**src/rtl/hdu_pkg.sv**
```systemverilog
package hdu_pkg;

    localparam int REG_ADDR_W = 5;
    localparam int SRC_COUNT  = 2;

    // Pipeline front-end control produced for one cycle
    typedef struct packed {
        logic pc_hold;
        logic ifid_hold;
        logic ifid_flush;
        logic idex_flush;
    } pipe_ctl_t;

    localparam pipe_ctl_t CTL_IDLE = '{pc_hold: 1'b0, ifid_hold: 1'b0,
                                       ifid_flush: 1'b0, idex_flush: 1'b0};

    // A producer can create a dependency only if it writes a real register
    function automatic logic producer_live(input logic wen, input logic [REG_ADDR_W-1:0] rd);
        return wen && (rd != '0);
    endfunction

endpackage

```
**src/rtl/hdu_src_match.sv**
```systemverilog
module hdu_src_match #(
    parameter int ADDR_W  = hdu_pkg::REG_ADDR_W,
    parameter int NUM_SRC = hdu_pkg::SRC_COUNT
) (
    input  logic [NUM_SRC*ADDR_W-1:0] srcs,
    input  logic [NUM_SRC-1:0]        src_used,
    input  logic [ADDR_W-1:0]         dst,
    input  logic                      dst_wen,
    output logic [NUM_SRC-1:0]        hit
);
    logic live;

    always_comb begin
        live = dst_wen && (dst != '0);
    end

    for (genvar g = 0; g < NUM_SRC; g++) begin : g_cmp
        logic [ADDR_W-1:0] src_g;
        assign src_g  = srcs[g*ADDR_W +: ADDR_W];
        assign hit[g] = live && src_used[g] && (src_g == dst);

        always_comb begin
            // an unread source never matches
            assert_unused_src_R9: assert (src_used[g] || !hit[g])
                else $error("unused source %0d reported a match", g);
            // a match means the addresses are equal
            assert_hit_equal_R1: assert (!hit[g] || (src_g == dst))
                else $error("match on differing addresses");
        end
    end

    always_comb begin
        // register 0 never creates a dependency
        assert_zero_dst_R7: assert ((dst != '0) || (hit == '0))
            else $error("register 0 reported as a hazard");
        // a non-writing producer never creates a dependency
        assert_no_wen_R8: assert (dst_wen || (hit == '0))
            else $error("non-writing producer reported as a hazard");
    end

endmodule

```
**src/rtl/hdu_stall_eval.sv**
```systemverilog
module hdu_stall_eval (
    input  logic ex_hit,
    input  logic ex_is_load,
    input  logic mem_hit,
    input  logic mem_is_load,
    input  logic id_is_ctrl,
    output logic stall
);
    logic load_use;
    logic ctrl_on_ex;
    logic ctrl_on_mem_load;

    always_comb begin
        load_use         = ex_hit && ex_is_load;
        ctrl_on_ex       = ex_hit && id_is_ctrl;
        ctrl_on_mem_load = mem_hit && mem_is_load && id_is_ctrl;
        stall            = load_use || ctrl_on_ex || ctrl_on_mem_load;
    end

    always_comb begin
        // ALU result consumed by a non-branch is forwarded
        assert_alu_fwd_R6: assert (!(!id_is_ctrl && !ex_is_load && !mem_hit) || !stall)
            else $error("stall on forwardable ALU dependency");
        // memory-stage load feeding a non-branch is forwarded
        assert_mem_fwd_R10: assert (!(!id_is_ctrl && !ex_hit) || !stall)
            else $error("stall on forwardable memory-stage value");
        // memory-stage non-load never stalls a branch by itself
        assert_mem_alu_R11: assert (!(!mem_is_load && !ex_hit) || !stall)
            else $error("stall on memory-stage ALU value");
    end

endmodule

```
**src/rtl/hdu_ctl_gen.sv**
```systemverilog
module hdu_ctl_gen
    import hdu_pkg::*;
(
    input  logic      stall,
    input  logic      taken,
    output pipe_ctl_t ctl
);
    always_comb begin
        ctl = CTL_IDLE;
        if (stall) begin
            // freeze the front end, send a bubble into execute
            ctl.pc_hold    = 1'b1;
            ctl.ifid_hold  = 1'b1;
            ctl.idex_flush = 1'b1;
        end else if (taken) begin
            // drop only the wrong-path fetch
            ctl.ifid_flush = 1'b1;
        end
    end
endmodule

```
**src/rtl/hazard_ctrl_unit.sv**
```systemverilog
module hazard_ctrl_unit
    import hdu_pkg::*;
#(
    parameter int ADDR_W  = REG_ADDR_W,
    parameter int NUM_SRC = SRC_COUNT
) (
    input  logic [ADDR_W-1:0] id_rs1,
    input  logic [ADDR_W-1:0] id_rs2,
    input  logic              id_rs1_used,
    input  logic              id_rs2_used,
    input  logic              id_is_ctrl,
    input  logic              id_taken,
    input  logic [ADDR_W-1:0] ex_rd,
    input  logic              ex_wen,
    input  logic              ex_is_load,
    input  logic [ADDR_W-1:0] mem_rd,
    input  logic              mem_wen,
    input  logic              mem_is_load,
    output logic              pc_hold,
    output logic              ifid_hold,
    output logic              ifid_flush,
    output logic              idex_flush
);
    logic [NUM_SRC*ADDR_W-1:0] srcs;
    logic [NUM_SRC-1:0]        used;
    logic [NUM_SRC-1:0]        ex_hits;
    logic [NUM_SRC-1:0]        mem_hits;
    logic                      stall;
    pipe_ctl_t                 ctl;

    assign srcs = {id_rs2, id_rs1};
    assign used = {id_rs2_used, id_rs1_used};

    hdu_src_match #(.ADDR_W(ADDR_W), .NUM_SRC(NUM_SRC)) u_ex_match (
        .srcs     (srcs),
        .src_used (used),
        .dst      (ex_rd),
        .dst_wen  (ex_wen),
        .hit      (ex_hits)
    );

    hdu_src_match #(.ADDR_W(ADDR_W), .NUM_SRC(NUM_SRC)) u_mem_match (
        .srcs     (srcs),
        .src_used (used),
        .dst      (mem_rd),
        .dst_wen  (mem_wen),
        .hit      (mem_hits)
    );

    hdu_stall_eval u_stall (
        .ex_hit      (|ex_hits),
        .ex_is_load  (ex_is_load),
        .mem_hit     (|mem_hits),
        .mem_is_load (mem_is_load),
        .id_is_ctrl  (id_is_ctrl),
        .stall       (stall)
    );

    hdu_ctl_gen u_ctl (
        .stall (stall),
        .taken (id_taken),
        .ctl   (ctl)
    );

    assign pc_hold    = ctl.pc_hold;
    assign ifid_hold  = ctl.ifid_hold;
    assign ifid_flush = ctl.ifid_flush;
    assign idex_flush = ctl.idex_flush;

    always_comb begin
        // a detected stall freezes PC and fetch/decode and inserts a bubble
        assert_stall_ctl_R4: assert (!stall || (pc_hold && ifid_hold && idex_flush))
            else $error("stall not reflected on hold/bubble outputs");
        // stall outranks a taken transfer
        assert_stall_prio_R12: assert (!stall || !ifid_flush)
            else $error("flush issued during stall");
        // taken without stall only clears fetch/decode
        assert_taken_flush_R5: assert (!(id_taken && !stall) || (ifid_flush && !pc_hold))
            else $error("taken transfer not flushed correctly");
        // register-0 producers in both stages never stall
        assert_x0_quiet_R7: assert (!((ex_rd == '0) && (mem_rd == '0)) || !stall)
            else $error("stall caused by register 0");
    end

endmodule

```
**config.mk**
```make
export PLATFORM = sky130hd
export DESIGN_NAME = hazard_ctrl_unit
export DESIGN_NICKNAME = d
export VERILOG_FILES = /design/src/rtl/hdu_pkg.sv /design/src/rtl/hdu_src_match.sv /design/src/rtl/hdu_stall_eval.sv /design/src/rtl/hdu_ctl_gen.sv /design/src/rtl/hazard_ctrl_unit.sv
export SDC_FILE = /design/constraint.sdc
export NUM_CORES = 1
export LEC_CHECK = 0
export BUFFER_PORTS_ARGS = -buffer_cell sky130_fd_sc_hd__buf_2
export CELL_PAD_IN_SITES_DETAIL_PLACEMENT = 0
export CELL_PAD_IN_SITES_GLOBAL_PLACEMENT = 1
export CORE_AREA = 2 2 39 41
export DETAILED_ROUTE_END_ITERATION = 8
export DIE_AREA = 0 0 41 43
export GPL_TIMING_DRIVEN = 0
export MAX_ROUTING_LAYER = met4
export PLACE_DENSITY_LB_ADDON = 0.1
export SYNTH_ARGS = -nofsm -noshare
export SYNTH_HDL_FRONTEND = slang
export SYNTH_SLANG_ARGS = --single-unit
```
**constraint.sdc**
```tcl
create_clock -name vclk -period 3.7
set_clock_uncertainty 0.15 [all_clocks]
set_input_delay 1.11 -clock vclk [all_inputs]
set_output_delay 1.11 -clock vclk [all_outputs]
set_load 0.05 [all_outputs]
```
==> results, run 1 <==
- The commonest cells after synthesis are sky130_fd_sc_hd__xnor2_1 (20), sky130_fd_sc_hd__nand2_1 (4), sky130_fd_sc_hd__nand4_1 (4).
- The via count of the first global-routing pass came to 356.
- For this run, the share of the core covered by cells in the final layout is 0.354.
- The number of nets handed over by synthesis was around 70.
- The final standard cell count with taps included and fillers excluded is ~90.
- Counting I/O delays and the setup requirement, the final critical path takes 3.61 ns.
- The number of buffers added for setup after CTS is 0.
- In this run the tightest slew margin relative to its limit is 0.829.
- The slowest stage of the critical path belongs to the cell sky130_fd_sc_hd__o22ai_1.
- The number of antenna cells inserted is 0.
- The row count is 14.
- Measured along the y axis, the die boundary spans 43 um.
- The vias after detailed routing is ~400.
- In this run the standard cell core region covers 1380 um2.
- In the global route stage, overall resource usage came out at 0.115.
- The number of sequential cells is 0.
- The final sum of negative setup slack is 0 ns.
- The number of clock buffer instances in the layout is 0.
- For the pin with the worst max-slew slack, the measured transition is 0.256 ns.
- In the synthesized netlist, the number of instances is between 40 and 50.
- The count of endpoints failing hold in the final timing report is 0.
- The sequential cells in the finished layout cover a total of 0 um2.
- The most numerous cell in the Yosys netlist is sky130_fd_sc_hd__xnor2_1.
- The flow ran to the end, and the final reports show no timing, DRC or antenna violations.
- The die outline area is 1760 um2.
- The total wirelength of the detailed-routed design is 932 um.
- The critical path is of the input pin to output port type.
- After clock tree synthesis, the flow added hold-fix buffers numbering 0.
- In this design, the stage delay of the slowest critical-path cell is 0.27 ns.
- Grouping stages by cell kind, the critical path spends the most delay in compound AO/OA/AOI/OAI gates.
- Compared with the post-synthesis result, the final layout area differs by 58.3%.
- The worst-case IR drop observed on VDD is between 40 and 50 uV.
- The iteration-0 DRC count of the detailed router is 1.
- The wire length of the first global-routing pass is 1440 um.
- Data arrives at the worst endpoint at 2.35 ns.
- The fill cell instance count of the final layout is 162.
- The number of routed nets with antenna violations is 0.
- The cell occurring most often along the worst timing path is sky130_fd_sc_hd__buf_2.
- The number of pins exceeding their max-slew limit in the final report is 0.
- The worst path buffer plus inverter count is 3.
- Power spread over the standard cell area amounts to 120 nW/um2.
- After detailed routing, the number of remaining DRC violations is 0.
- The maximum clock frequency is 277 MHz.
- The post-cts gate resize count is 0.
- Ranked by total cell area, the synthesized netlist is headed by sky130_fd_sc_hd__xnor2_1 (57%), sky130_fd_sc_hd__nand4_1 (8.1%), sky130_fd_sc_hd__a221oi_2 (4.9%).
- Entering global routing, the biggest net connects 4 pins.
- The final routed wire length divided by cell count is a little over 10 um.
- The die is about 41 um wide.
- The layout cell share with drive strength beyond 1 is 0.480.
- The total of warnings raised by yosys is 0.
- The first detailed-routing pass ran for 4 iterations.
- The path class of the lowest-slack min-delay path is input pin to output port.
- The area fraction of the dominant cell type after synthesis is 0.567.
- The post-synthesis instance area is ~300 um2.
- The largest total area in the synthesized netlist belongs to sky130_fd_sc_hd__xnor2_1.
- At the end of routability-driven placement, the weighted congestion stood at roughly 0.75.
- The mean post-synth cell area is 7.19 um2.
- The initial antenna violation count is 0.
- The signal on the critical path passes through buf_2 > xnor2_1 > nand4_1 > o22ai_1 > a22o_2 > buf_4 > buf_2.
- STA classifies the critical path endpoint as an output port.
- During placement, the flow inserted port buffers numbering 32.
- In the final design database the tool counted 105 nets.
- The maximum fanout count along the critical path is 3.
- Global routing finished with a remaining overflow of 0.
- Setup violations remaining at the end of the flow were counted as 0.
- The starting density of the core is 0.223.
- The critical path required time is 2.44 ns.
- The max-cap violation count is 0.
- 32 I/O pins were placed.
- In this run, placement finished with an instance count of 91.
- Setup repair after global routing left no endpoint under its margin.
- On the final layout, the worst hold slack is 2.45 ns.
- The sort of element at the start of the critical path is an input pin.
- Of the synthesized area, sequential elements account for 0.
- Of the available clock period, the critical path in the final layout requires 0.975.
- The static power due to leakage is roughly 0.22 nW.
- Yosys mapped the design onto 13 distinct sky130hd cell types.
- The number of vias per cell after detailed routing is 4.42.
==> placed cells by master, fill, tap and decap left out <==
master and count:
sky130_fd_sc_hd__nor3_1 2, sky130_fd_sc_hd__buf_2 32, sky130_fd_sc_hd__xnor2_1 20, sky130_fd_sc_hd__a221oi_2 1, sky130_fd_sc_hd__nand2_1 4, sky130_fd_sc_hd__inv_1 1, sky130_fd_sc_hd__a22o_2 1, sky130_fd_sc_hd__o21ai_0 1
sky130_fd_sc_hd__o22ai_1 2, sky130_fd_sc_hd__buf_4 2, sky130_fd_sc_hd__a21oi_1 2, sky130_fd_sc_hd__nand3_1 1, sky130_fd_sc_hd__nor2_1 2, sky130_fd_sc_hd__nand4_1 4
==> logic make-up (layout without fill, tap and decap cells) <==
group,after synthesis,in the layout,share of synthesized area
AOI/OAI and AO/OA,7,7,0.170
and+or+nand+nor,13,13,0.202
xor gates and xnor gates,20,20,0.567
buffers and inverters,3,35,0.0607
==> routing by layer <==
| layer | global-route usage | vias up | part of all wire |
|---|---|---|---|
| li1 | - | 213 | - |
| met1 | 0.174 | 172 | 0.43 |
| met2 | 0.178 | 17 | 0.48 |
| met3 | 0 | 0 | 0.093 |
| met4 | 0 | 0 | 0 |
| met5 | - | - | 0 |
==> path summary, 6_finish.rpt <==
check                  from         end  slack [ns]  depth (start not counted)
setup / recovery  id_rs1[2]   ifid_hold        0.09                          7
hold / removal     id_taken  ifid_flush        2.45                          4
==> report_power, final <==
group / internal (mW) / switching, mW
registers: 0 / 0
logic: 0.0299 / 0.0287
clock network: 0 / 0
==> metrics by stage <==
| stage | instance area [um2] | setup slack (ns) | power (mW) |
|---|---|---|---|
| 4_1_cts | 489 | 0.0699 | 0.0594 |
| 3_5_place_dp | 489 | 0.0699 | 0.0592 |
| 3_3_place_gp | 489 | 0.0794 | 0.0596 |
| 6_report | 489 | 0.0908 | 0.0586 |
| 5_1_grt | 489 | 0.0203 | 0.0640 |
| 2_1_floorplan | 309 | 0.234 | 0.0319 |
==> layout make-up <==
cell class                      instances  area, um2  area share
Multi-Input combinational cell         40        290       0.593
Buffer                                  2       15.0      0.0307
Inverter                                1       3.75     0.00767
Tap cell                               16       20.0      0.0409
Timing Repair Buffer                   32        160       0.327
Note: power is estimated with default switching activity, not from simulation.
==> inputs of run 2 (changes only) <==
--- a/config.mk
+++ b/config.mk
@@ -13,7 +13,9 @@
 export DIE_AREA = 0 0 41 43
 export GPL_TIMING_DRIVEN = 0
 export MAX_ROUTING_LAYER = met4
-export PLACE_DENSITY_LB_ADDON = 0.1
+export PLACE_DENSITY = 0.93
+export REMOVE_ABC_BUFFERS = 1
+export SETUP_SLACK_MARGIN = 0.5
 export SYNTH_ARGS = -nofsm -noshare
 export SYNTH_HDL_FRONTEND = slang
 export SYNTH_SLANG_ARGS = --single-unit
==> run 2 against run 1 <==
  * Count of clock-buffer cells in the layout stayed put
  * Power increased by 45%
  * Sequential share of layout area did not move
  * Critical path type unchanged
  * Combinational power grew 45%
  * Largest cell class unchanged
  * Fmax is 7.0% higher
==> results, run 2 (synthesis results as in run 1) <==
- The met2 wire length is 645 um.
- The number of DRC violations after detailed routing is 0.
- The worst-margin pin slew is 0.258 ns.
- The layout has about 130 filler cells.
- For the worst setup path, the data arrival time is roughly 2.1 ns.
- The number of buffers added to fix hold violations after cts is 0.
- The via count of the first global-routing pass is 469.
- In the global route stage, overall resource usage came out at 0.144.
- The sort of element at the start of the critical path is an input pin.
- The worst stage delay on the critical path is 0.23 ns.
- Setup repair after global routing could not meet its margin everywhere.
- The starting density of the core is 0.223.
- The number of pins exceeding their max-slew limit in the final report came to 0.
- The signal on the critical path passes through buf_2 > xnor2_1 > nand4_1 > o22ai_2 > a22o_4 > buf_8.
- Dividing the detail-routed wire length by the instance count gives 12.7 um.
- Summed over all cells, the static leakage comes to between 0.3 and 0.4 nW.
- Prior to clock tree synthesis, the placed netlist has a worst setup slack of a little under 0.2 ns.
- Of all nets on the critical path, the largest fanout is 3.
- The number of clock buffer instances in the layout is 0.
- The final weighted congestion of routability-driven global placement is 0.833.
- The final layout contains a sequential cell count of 0.
- The number of antenna cells inserted is 0.
- Static timing analysis puts the maximum clock frequency at 296 MHz.
- The clock period could shrink to 3.37 ns.
- The global-route congestion overflow total is 0.
- The total wirelength of the detailed-routed design is 1130 um.
- The largest net degree at the start of global routing is 4.
- Row generation in the floorplan step produced 14 rows.
- The flow ran to the end, and the final reports show no timing, DRC or antenna violations.
- Together, buffers and inverters on the worst path number 2.
- The initial antenna violation count came to 0.
- After floorplanning, the core was sized to cover 1380 um2.
- The headroom to the max-slew limit is 0.828.
- The vias after detailed routing is 420.
- The sum of met3 wire segment lengths after detailed routing is 101 um.
- For this design the top-level I/O count stands at 32.
- The iteration-0 DRC count of the detailed router is 0.
- The most common library cell in the layout ignoring fill and taps is sky130_fd_sc_hd__buf_2.
- The family of cells with the greatest summed delay on the critical path is compound AO/OA/AOI/OAI gates.
- The max-cap violation count is 0.
- After detailed routing, the number of vias per cell comes to 4.72.
- The number of buffers added for setup after CTS is 0.
- The top routing layer in use is met3.
- STA puts the critical path data required time at 2.44 ns.
- The total of buffers placed on input and output ports is 32.
- For this run, the detailed router's first-pass iteration total came to 1.
- The die boundary width is 41 um.
- The critical path is of the input pin to output port type.
- The multi-input combinational cell area is 402 um2.
- The sequential cells in the finished layout cover a total of 0 um2.
- The vertical extent of the die is 43 um.
- Among all stages on the critical path, the largest delay is contributed by sky130_fd_sc_hd__o22ai_2.
- The first global-routing pass estimated 1810 um of wire.
- The total of endpoints with negative setup slack in the final report is 0.
- The final sum of negative setup slack is 0 ns.
- The count of endpoints failing hold in the final timing report is 0.
- The layout cell share with drive strength beyond 1 is 0.671.
- IR analysis of the VDD net gives a maximum drop of 48.5 uV.
- The count of nets left with antenna violations once routing finished came out at 0.
- In the layout the commonest cells are sky130_fd_sc_hd__buf_2 (16), sky130_fd_sc_hd__xnor2_2 (11), sky130_fd_sc_hd__buf_6 (10), sky130_fd_sc_hd__xnor2_1 (9), sky130_fd_sc_hd__buf_8 (5).
- The power per cell area is 121 nW/um2.
- The met1 routed wirelength after detailed routing is 382 um.
- The final worst setup slack is 0.325 ns.
- The tightest min-delay check is of the input pin to output port type.
- STA classifies the critical path endpoint as an output port.
- Compared with the post-synthesis result, the final layout area differs by 127%.
- Dividing the final minimum period by the clock period gives 0.912.
- The number of nets in the finished design is 103.
- The die covers 1760 um2.
run 2: cell count changes in the layout (fill, tap and decap cells not counted), moves of 5 or more:
cell,change
sky130_fd_sc_hd__xnor2_2,+11
sky130_fd_sc_hd__buf_2,-16
sky130_fd_sc_hd__xnor2_1,-11
sky130_fd_sc_hd__buf_8,+5
sky130_fd_sc_hd__buf_6,+10
run 2: area by class of cell:
cell class         instances  area share
inverters                  1     0.00536
well taps                 16      0.0286
multi-input cells         40       0.573
repair buffers            32       0.393
run 2: where the power goes:
part	total, mW	leakage, nW	internal, mW	switching (mW)
Clock	0	0	0	0
Sequential	0	0	0	0
Combinational	0.0850	0.317	0.0484	0.0366
run 2: through the flow:
| step | hold slack [ns] | std cells | cell area (um2) | utilization | power, mW |
|---|---|---|---|---|---|
| finish | 2.40 | 89 | 701 | 0.506 | 0.0850 |
| global route | 2.42 | 89 | 701 | 0.506 | 0.0909 |
| CTS | 2.40 | 89 | 674 | 0.487 | 0.0807 |
| detailed placement | 2.45 | 89 | 474 | 0.343 | 0.0583 |
| global placement | 2.45 | 89 | 474 | 0.343 | 0.0577 |
| floorplan | 2.22 | 41 | 294 | - | 0.0313 |
run 2: final timing paths:
| path | from | to | slack, ns | cells after the start |
|---|---|---|---|---|
| max | ex_rd[0] | idex_flush | 0.33 | 6 |
| min | id_taken | ifid_flush | 2.40 | 4 |
run 2: layer usage:
layer | track usage | up-vias
li1 | - | 209
met1 | 0.163 | 192
met2 | 0.275 | 19
met3 | 0.00524 | 0
met4 | 0 | 0
met5 | - | -
run 2: timing repair:
| item | in CTS | in global routing |
|---|---|---|
| resized for setup | 48 | 4 |
| endpoints found under the hold margin | 0 | 0 |
| setup endpoints to repair | 4 | 4 |
| gates cloned | 0 | 0 |
| pin swaps | 14 | 5 |
